<file path="src/rtl/sorted_contention_arbiter.sv">
module sorted_contention_arbiter #(
  parameter int N = 8
) (
  input  logic                     clk,
  input  logic                     rst_n,
  input  logic                     dst_start,
  input  logic [N-1:0]             dst_bit,
  input  logic [N-1:0]             req_valid,
  input  logic [N*$clog2(N)-1:0]   src_in,
  output logic                     done,
  output logic [N-1:0]             grant_n,
  output logic [N*($clog2(N)+1)-1:0] ack_out
);
  localparam int SW = $clog2(N);
  localparam int CW = $clog2(SW) + 1;

  logic [CW-1:0]   bit_idx, cur_idx;
  logic            busy, active, last;
  logic [N-1:1]    mis, mis_next, diff;
  logic [N-1:0]    win;
  logic [N*SW-1:0] src_q;

  assign active  = dst_start | busy;
  assign cur_idx = dst_start ? '0 : bit_idx;
  assign last    = active && (cur_idx == CW'(SW - 1));

  for (genvar i = 1; i < N; i++) begin : g_cmp
    assign diff[i]     = dst_bit[i] ^ dst_bit[i-1];
    assign mis_next[i] = (dst_start ? 1'b0 : mis[i]) | diff[i];
    assign win[i]      = req_valid[i] & (~req_valid[i-1] | mis_next[i]);
  end
  assign win[0] = req_valid[0];

  always_ff @(posedge clk or negedge rst_n) begin
    if (!rst_n) begin
      busy    <= 1'b0;
      bit_idx <= '0;
      mis     <= '0;
    end else if (active) begin
      mis <= mis_next;
      if (last) begin
        busy    <= 1'b0;
        bit_idx <= '0;
      end else begin
        busy    <= 1'b1;
        bit_idx <= cur_idx + CW'(1);
      end
    end
  end

  always_ff @(posedge clk or negedge rst_n) begin
    if (!rst_n) begin
      done    <= 1'b0;
      grant_n <= '1;
      src_q   <= '0;
    end else begin
      done <= last;
      if (last) begin
        grant_n <= ~win;
        src_q   <= src_in;
      end
    end
  end

  for (genvar i = 0; i < N; i++) begin : g_ack
    assign ack_out[i*(SW+1) +: SW+1] = {src_q[i*SW +: SW], grant_n[i]};
  end
endmodule

</file>
<file path="config.mk">
export PLATFORM = sky130hd
export DESIGN_NAME = sorted_contention_arbiter
export DESIGN_NICKNAME = d
export VERILOG_FILES = /design/src/rtl/sorted_contention_arbiter.sv
export SDC_FILE = /design/constraint.sdc
export NUM_CORES = 1
export LEC_CHECK = 0
export ABC_CLOCK_PERIOD_IN_PS = 1700
export CORE_ASPECT_RATIO = 0.6
export CORE_MARGIN = 4
export CORE_UTILIZATION = 38
export CTS_CLUSTER_SIZE = 8
export DETAILED_ROUTE_END_ITERATION = 10
export PLACE_DENSITY = 0.86
export RECOVER_POWER = 25
export SKIP_LAST_GASP = 1
export SYNTH_ARGS = -nofsm -noshare
export SYNTH_HDL_FRONTEND = slang
export SYNTH_SLANG_ARGS = --single-unit
</file>
<file path="constraint.sdc">
create_clock -name clk -period 1.7 [get_ports clk]
set_clock_uncertainty 0.1 [all_clocks]
set_input_delay 0.34 -clock clk [delete_from_list [all_inputs] [get_ports clk]]
set_output_delay 0.34 -clock clk [all_outputs]
set_load 0.02 [all_outputs]
</file>
======== Word-level counts from Yosys, hierarchy flattened ========
Index checks and enable logic that the tools add are counted.
storage, ports and cells
  bits in registers ....................... 44
  input port bits ......................... 43
  output and inout port bits .............. 41
  word-level logic and storage cells ...... 56
operators by class
  $add $sub $neg .......................... 1
  multiplexer cells ....................... 10
  equal/unequal tests ..................... 1
  reduce and logical (&&, ||, !) cells .... 1
  bitwise operators ....................... 37
operator list
  kind                                                              count
  1-bit bitwise OR                                                  15
  1-bit two-way mux                                                 8
  8-bit inverter                                                    1
  1-bit AND                                                         7
  1-bit inverter                                                    7
  1-bit bitwise XOR                                                 7
  3-bit two-way mux                                                 2
  3-bit by 1-bit adder with 3-bit output (second input constant)    1
  3-bit by 2-bit == test with 1-bit output (second input constant)  1
  1-bit logical AND                                                 1

======== Longest topological paths before layout ========
  word-level depth ........................ 5
  gate-level depth with buffers ........... 8
  mapped depth without buffers ............ 5

======== Worst setup path before layout ========
No wires, ideal clock.
  path kind ............................... input to register
  start point ............................. input dst_start
  end point ............................... register src_q[0]
  slack ................................... -0.200 ns
  required time ........................... 1.475 ns
  stages .................................. 8
  setup time .............................. 0.125 ns
  buffers on the path ..................... 4
  arrival time ............................ 1.675 ns
  cells stage by stage .................... buf_2 nand2b_1 ha_1 buf_2 o21a_1 buf_6 buf_12 mux2_4
on the way
  longest elaborated chain between the ends .. 3
  elaborated cells on any way between the ends .. 4
  those cells by class .................... 1 x eq/ne; 1 x mux; 1 x bitwise; 1 x reduce/logical
ends and longest elaborated chain
  item                                      RTL line  text
  start: declaration                        6         input logic dst_start,
  3-bit two-way mux                         24        assign cur_idx = dst_start ? '0 : bit_idx;
  3-bit by 2-bit == test with 1-bit output  25        assign last = active && (cur_idx == CW'(SW - 1));
  1-bit logical AND *                       25
  end signal: assignment                    60        src_q <= src_in;
  end: declaration                          21        logic [N*SW-1:0] src_q;
Every way passes the cells marked *; elsewhere a longest branch is shown, timed or not.
A chain may end at the register's enable or synchronous reset.

======== Worst setup path after layout ========
  start point ............................. register done
  end point ............................... output done
RTL lines
  item                      RTL line  text
  start: declaration        10        output logic done,
  start signal: assignment  57        done <= last;
No word-level cell between the ends.

==> results.md <==
Status:
- The run finished with clean final reports.

Clock tree:
- The clock sink count is 44.
- In this run the deepest clock path goes through 2 buffers.
- The number of clock buffers inserted by TritonCTS is 5.
- The cell sitting at the root of the clock tree is a clkbuf_8.
- TritonCTS built the clock tree.
- The H-tree generated during clock tree synthesis spans 2 levels.
- Clock latency on the worst-skew pair, taken at its later pin, is 0.28 ns.
- The number of setup buffers added after CTS is 0.
- The post-CTS clock slew at the launch and capture registers of the worst setup and hold paths is about 0.08 ns.

Worst hold path:
- The number of stages on the worst hold path is 2.
- The type of the worst min-delay path is reg -> reg.

Pwr:
- The worst-case IR drop observed on VDD is 0.0007353 V.
- The fraction of power spent switching nets is 0.3598.
- Of the total power, combinational logic draws 0.490.
- The share of power burned in registers is 0.377.
- Summed over all cells, the static leakage comes to 1.386 nW.
- The clock power share is 0.134.
- The power density over the cells is 1645 nW/um^2.
- The net switching power is ~1.8 mW.
- The internal portion of the total power is between 3 and 4 mW.

Place:
- Buffers placed on the I/O ports in this run total 83.
- The placer congestion estimate is around 0.76.
- The setup slack after placement is -0.4444 ns.
- After legalization and detailed placement, the total HPWL measured 3.650 mm.
- The standard cell area after detailed placement is 2907 um^2.

Worst setup path:
- In this run the worst path has a maximum fanout of 1.
- In this run the number of cells on the critical path is 1.
- The slowest stage of the critical path belongs to the cell clkdlybuf4s50_1.
- The critical path data arrival time is 1.21 ns.
- Together, buffers and inverters on the worst path number 1.
- The source of the worst register-to-register timing path is bit_idx[1].
- The worst setup path is of the reg -> out kind.
- STA classifies the critical path startpoint as a flop.
- The register-to-register setup slack is approximately 0.090 ns.
- The worst setup path startpoint is done.
- The worst-case reg-to-reg path depth is 5.
- Among cell families on the critical path, the largest total delay comes from buffers and inverters.
- Walking the worst path, the cells encountered are clkdlybuf4s50_1.
- The endpoint of the worst-slack reg-to-reg timing path is src_q[20].
- The worst setup path is captured at a primary output.
- The most critical setup path has its endpoint at done.
- The required time of the critical path is approximately 1.3 ns.
- For this run, the slowest stage of the critical path takes 0.60 ns.

STA:
- The total count of max-transition violations in the final report is 0.
- The post-route fraction of the period consumed by the critical path is 0.9683.
- Setup repair after global routing left no endpoint under its margin.
- The pin slew with the least headroom to its limit is 0.6207 ns.
- The setup slack of the critical path after layout is 0.05393 ns.
- The worst max-slew margin expressed relative to the limit is 0.5847.
- After routing, the total negative slack on setup checks comes to 0 ns.
- The number of hold-slack violations in the final timing report is 0.
- Subtracting the final worst setup slack from the clock period gives 1.646 ns.
- The maximum clock rate is slightly above 600 MHz.
- The total of endpoints with negative setup slack in the final report is 0.

Floorplan:
- The core region is approximately 5100 um^2.
- Row generation in the floorplan step produced 20 rows.
- The die covers 6561 um^2.
- Measured along the x axis, the die boundary spans 101.9 um.
- The number of top-level design ports is 84.
- The initial utilization of the core area, before any placement, comes to 0.3961.
- The die outline height is 64.36 um.

Global route:
- The largest net degree at the start of global routing is 20.
- The initial antenna violation count is 0.
- The global-route wire length before repair is around 7.4 mm.
- Across every metal layer, demand over resource in global routing totals 0.1446.
- Global routing finished with a remaining overflow of 0.
- The number of global-route vias before repair is 1486.

Cells and area:
- The total of fill cells in the finished design is 420.
- The net count of the finished layout is 278.
- In the final layout, the share of cells above drive strength 1 is 0.2265.
- After routing the design area is between 2000 and 3000 um^2.
- The relative area change from synthesis to final layout is 47.82%.
- The number of antenna diodes in the final layout is 0.

Logic synthesis:
- The synthesized netlist occupies a cell area of 2012 um^2.
- The sequential share of the synthesized area is 0.5522.
- The number of distinct library cells after synthesis is 23.
- The share of synthesized area in the top cell type comes to 0.4478.
- The post-synth net total is between 150 and 200.
- The proportion of register bits with asynchronous set or reset after synthesis is 1.000.
- The dominant cell by count in the synthesized netlist is dfrtp_1.
- The total number of yosys warnings is 0.
- The number of enable flip-flop cells after synthesis is 0.
- Sorting the synthesized cells by area gives the leading types as dfrtp_1 45%, mux2_4 16%, dfstp_2 10%, o32a_1 3.5%, xnor2_1 3.0%.
- In the synthesized netlist the dominant register cell turns out to be dfrtp_1.
- The number of cells produced by synthesis is 144.
- Sorting the synthesized cells by how often they occur yields 36 x dfrtp_1, 21 x mux2_4, 9 x nand2b_1.
- The synthesized design contains 44 register bits.
- The biggest area contributor in the post-synthesis netlist is dfrtp_1.
- Each instance of the synthesized netlist takes up on average 13.97 um^2.

Detailed routing:
- The detailed-route wire length is 4.626 mm.
- Dividing the detail-routed via count by the number of cells gives 4.643.
- The detailed router's first-iteration violation count is 64.
- The number of iterations in the first detailed-routing pass is 4.
- The count of nets left with antenna violations once routing finished came out at 0.
- Detailed routing inserted a total of 1393 vias.
- Dividing the detail-routed wire length by the instance count gives between 15 and 20 um.
- The remaining design rule violation count is 0.

Flow run:
- The max-capacitance violation count is 0.
## cell type report
class	count	area, um^2	area share
tap	66	82.58	0.02777
clock buffer	8	90.09	0.03029
timing repair buffer	96	893.4	0.3004
inverter	4	15.01	0.005048
multi-input combinational	82	782.0	0.2629
sequential	44	1111	0.3736
## cell usage in the layout (no fill, tap or decap), types with 2 or more instances in the layout
cell type	instances
a21o_1	2
and3_1	7
buf_4	8
clkbuf_1	5
clkbuf_8	6
clkdlybuf4s50_1	41
dfrtp_1	36
dfstp_2	8
dlygate4sd2_1	34
dlymetal6s2s_1	7
inv_1	4
mux2_2	3
mux2_4	21
mux2i_1	2
nand2_1	8
nand2b_1	8
nor2_1	2
nor2b_4	2
o21ai_0	8
o32a_1	7
xnor2_1	7
## logic make-up (layout without fill, tap and decap cells)
family | Yosys count | after routing | share of synthesized area
fa+ha+maj | 2 | 2 | 0.01244
compound gates | 19 | 19 | 0.06965
buf+inv | 18 | 108 | 0.07338
flops | 44 | 44 | 0.5522
xor+xnor | 7 | 7 | 0.03047
mux | 26 | 26 | 0.1835
simple gates | 28 | 28 | 0.07836
## timing repair
action / CTS / global route
pin swaps: 0 / 0
gates resized for setup: 35 / 7
hold buffers: 1 / 0
hold endpoints to repair: 9 / 0
endpoints found under the setup margin: 61 / 7
## how the worst min path moves through the flow
stage               start         end  slack (ns)
6_report       grant_n[0]  grant_n[0]        0.39
3_3_place_gp        rst_n        done        0.16
5_1_grt        grant_n[0]  grant_n[0]        0.41
2_1_floorplan       rst_n  bit_idx[0]       -0.06
3_5_place_dp        rst_n        done        0.17
4_1_cts            mis[7]      mis[7]        0.39
## registers in the layout, indices dropped and copies added (netlist names)
name,flops
src_q,24
grant_n,8
done,1
busy,1
bit_idx,3
mis,7
## power groups by stage
stage / Sequential (mW) / Combinational, mW / Clock, mW
3_3_place_gp: 1.87 / 2.66 / 0
6_report: 1.84 / 2.40 / 0.655
3_5_place_dp: 1.87 / 2.72 / 0
2_1_floorplan: 2.32 / 1.14 / 0
4_1_cts: 1.86 / 2.45 / 0.675
5_1_grt: 1.91 / 2.56 / 0.703
## metrics by stage
step / util / instances / power (mW) / hold WS (ns)
after floorplan: - / 144 / 3.460 / -0.05559
after global placement: 0.5722 / 291 / 4.526 / 0.1591
after detailed placement: 0.5722 / 291 / 4.592 / 0.1651
after CTS: 0.5842 / 300 / 4.986 / 0.3924
after global routing: 0.5855 / 300 / 5.171 / 0.4145
final: 0.5855 / 300 / 4.892 / 0.3852
## per-layer routing
| layer | track usage | wire length [um] | up-vias |
|---|---|---|---|
| met4 | 0.02946 | 15 | 0 |
| met3 | 0.04253 | 352 | 2 |
| met5 | 0 | 0 | - |
| met2 | 0.2215 | 2105 | 50 |
| met1 | 0.2041 | 2152 | 673 |
| li1 | - | - | 668 |
Note: power is estimated with default switching activity, not from simulation.
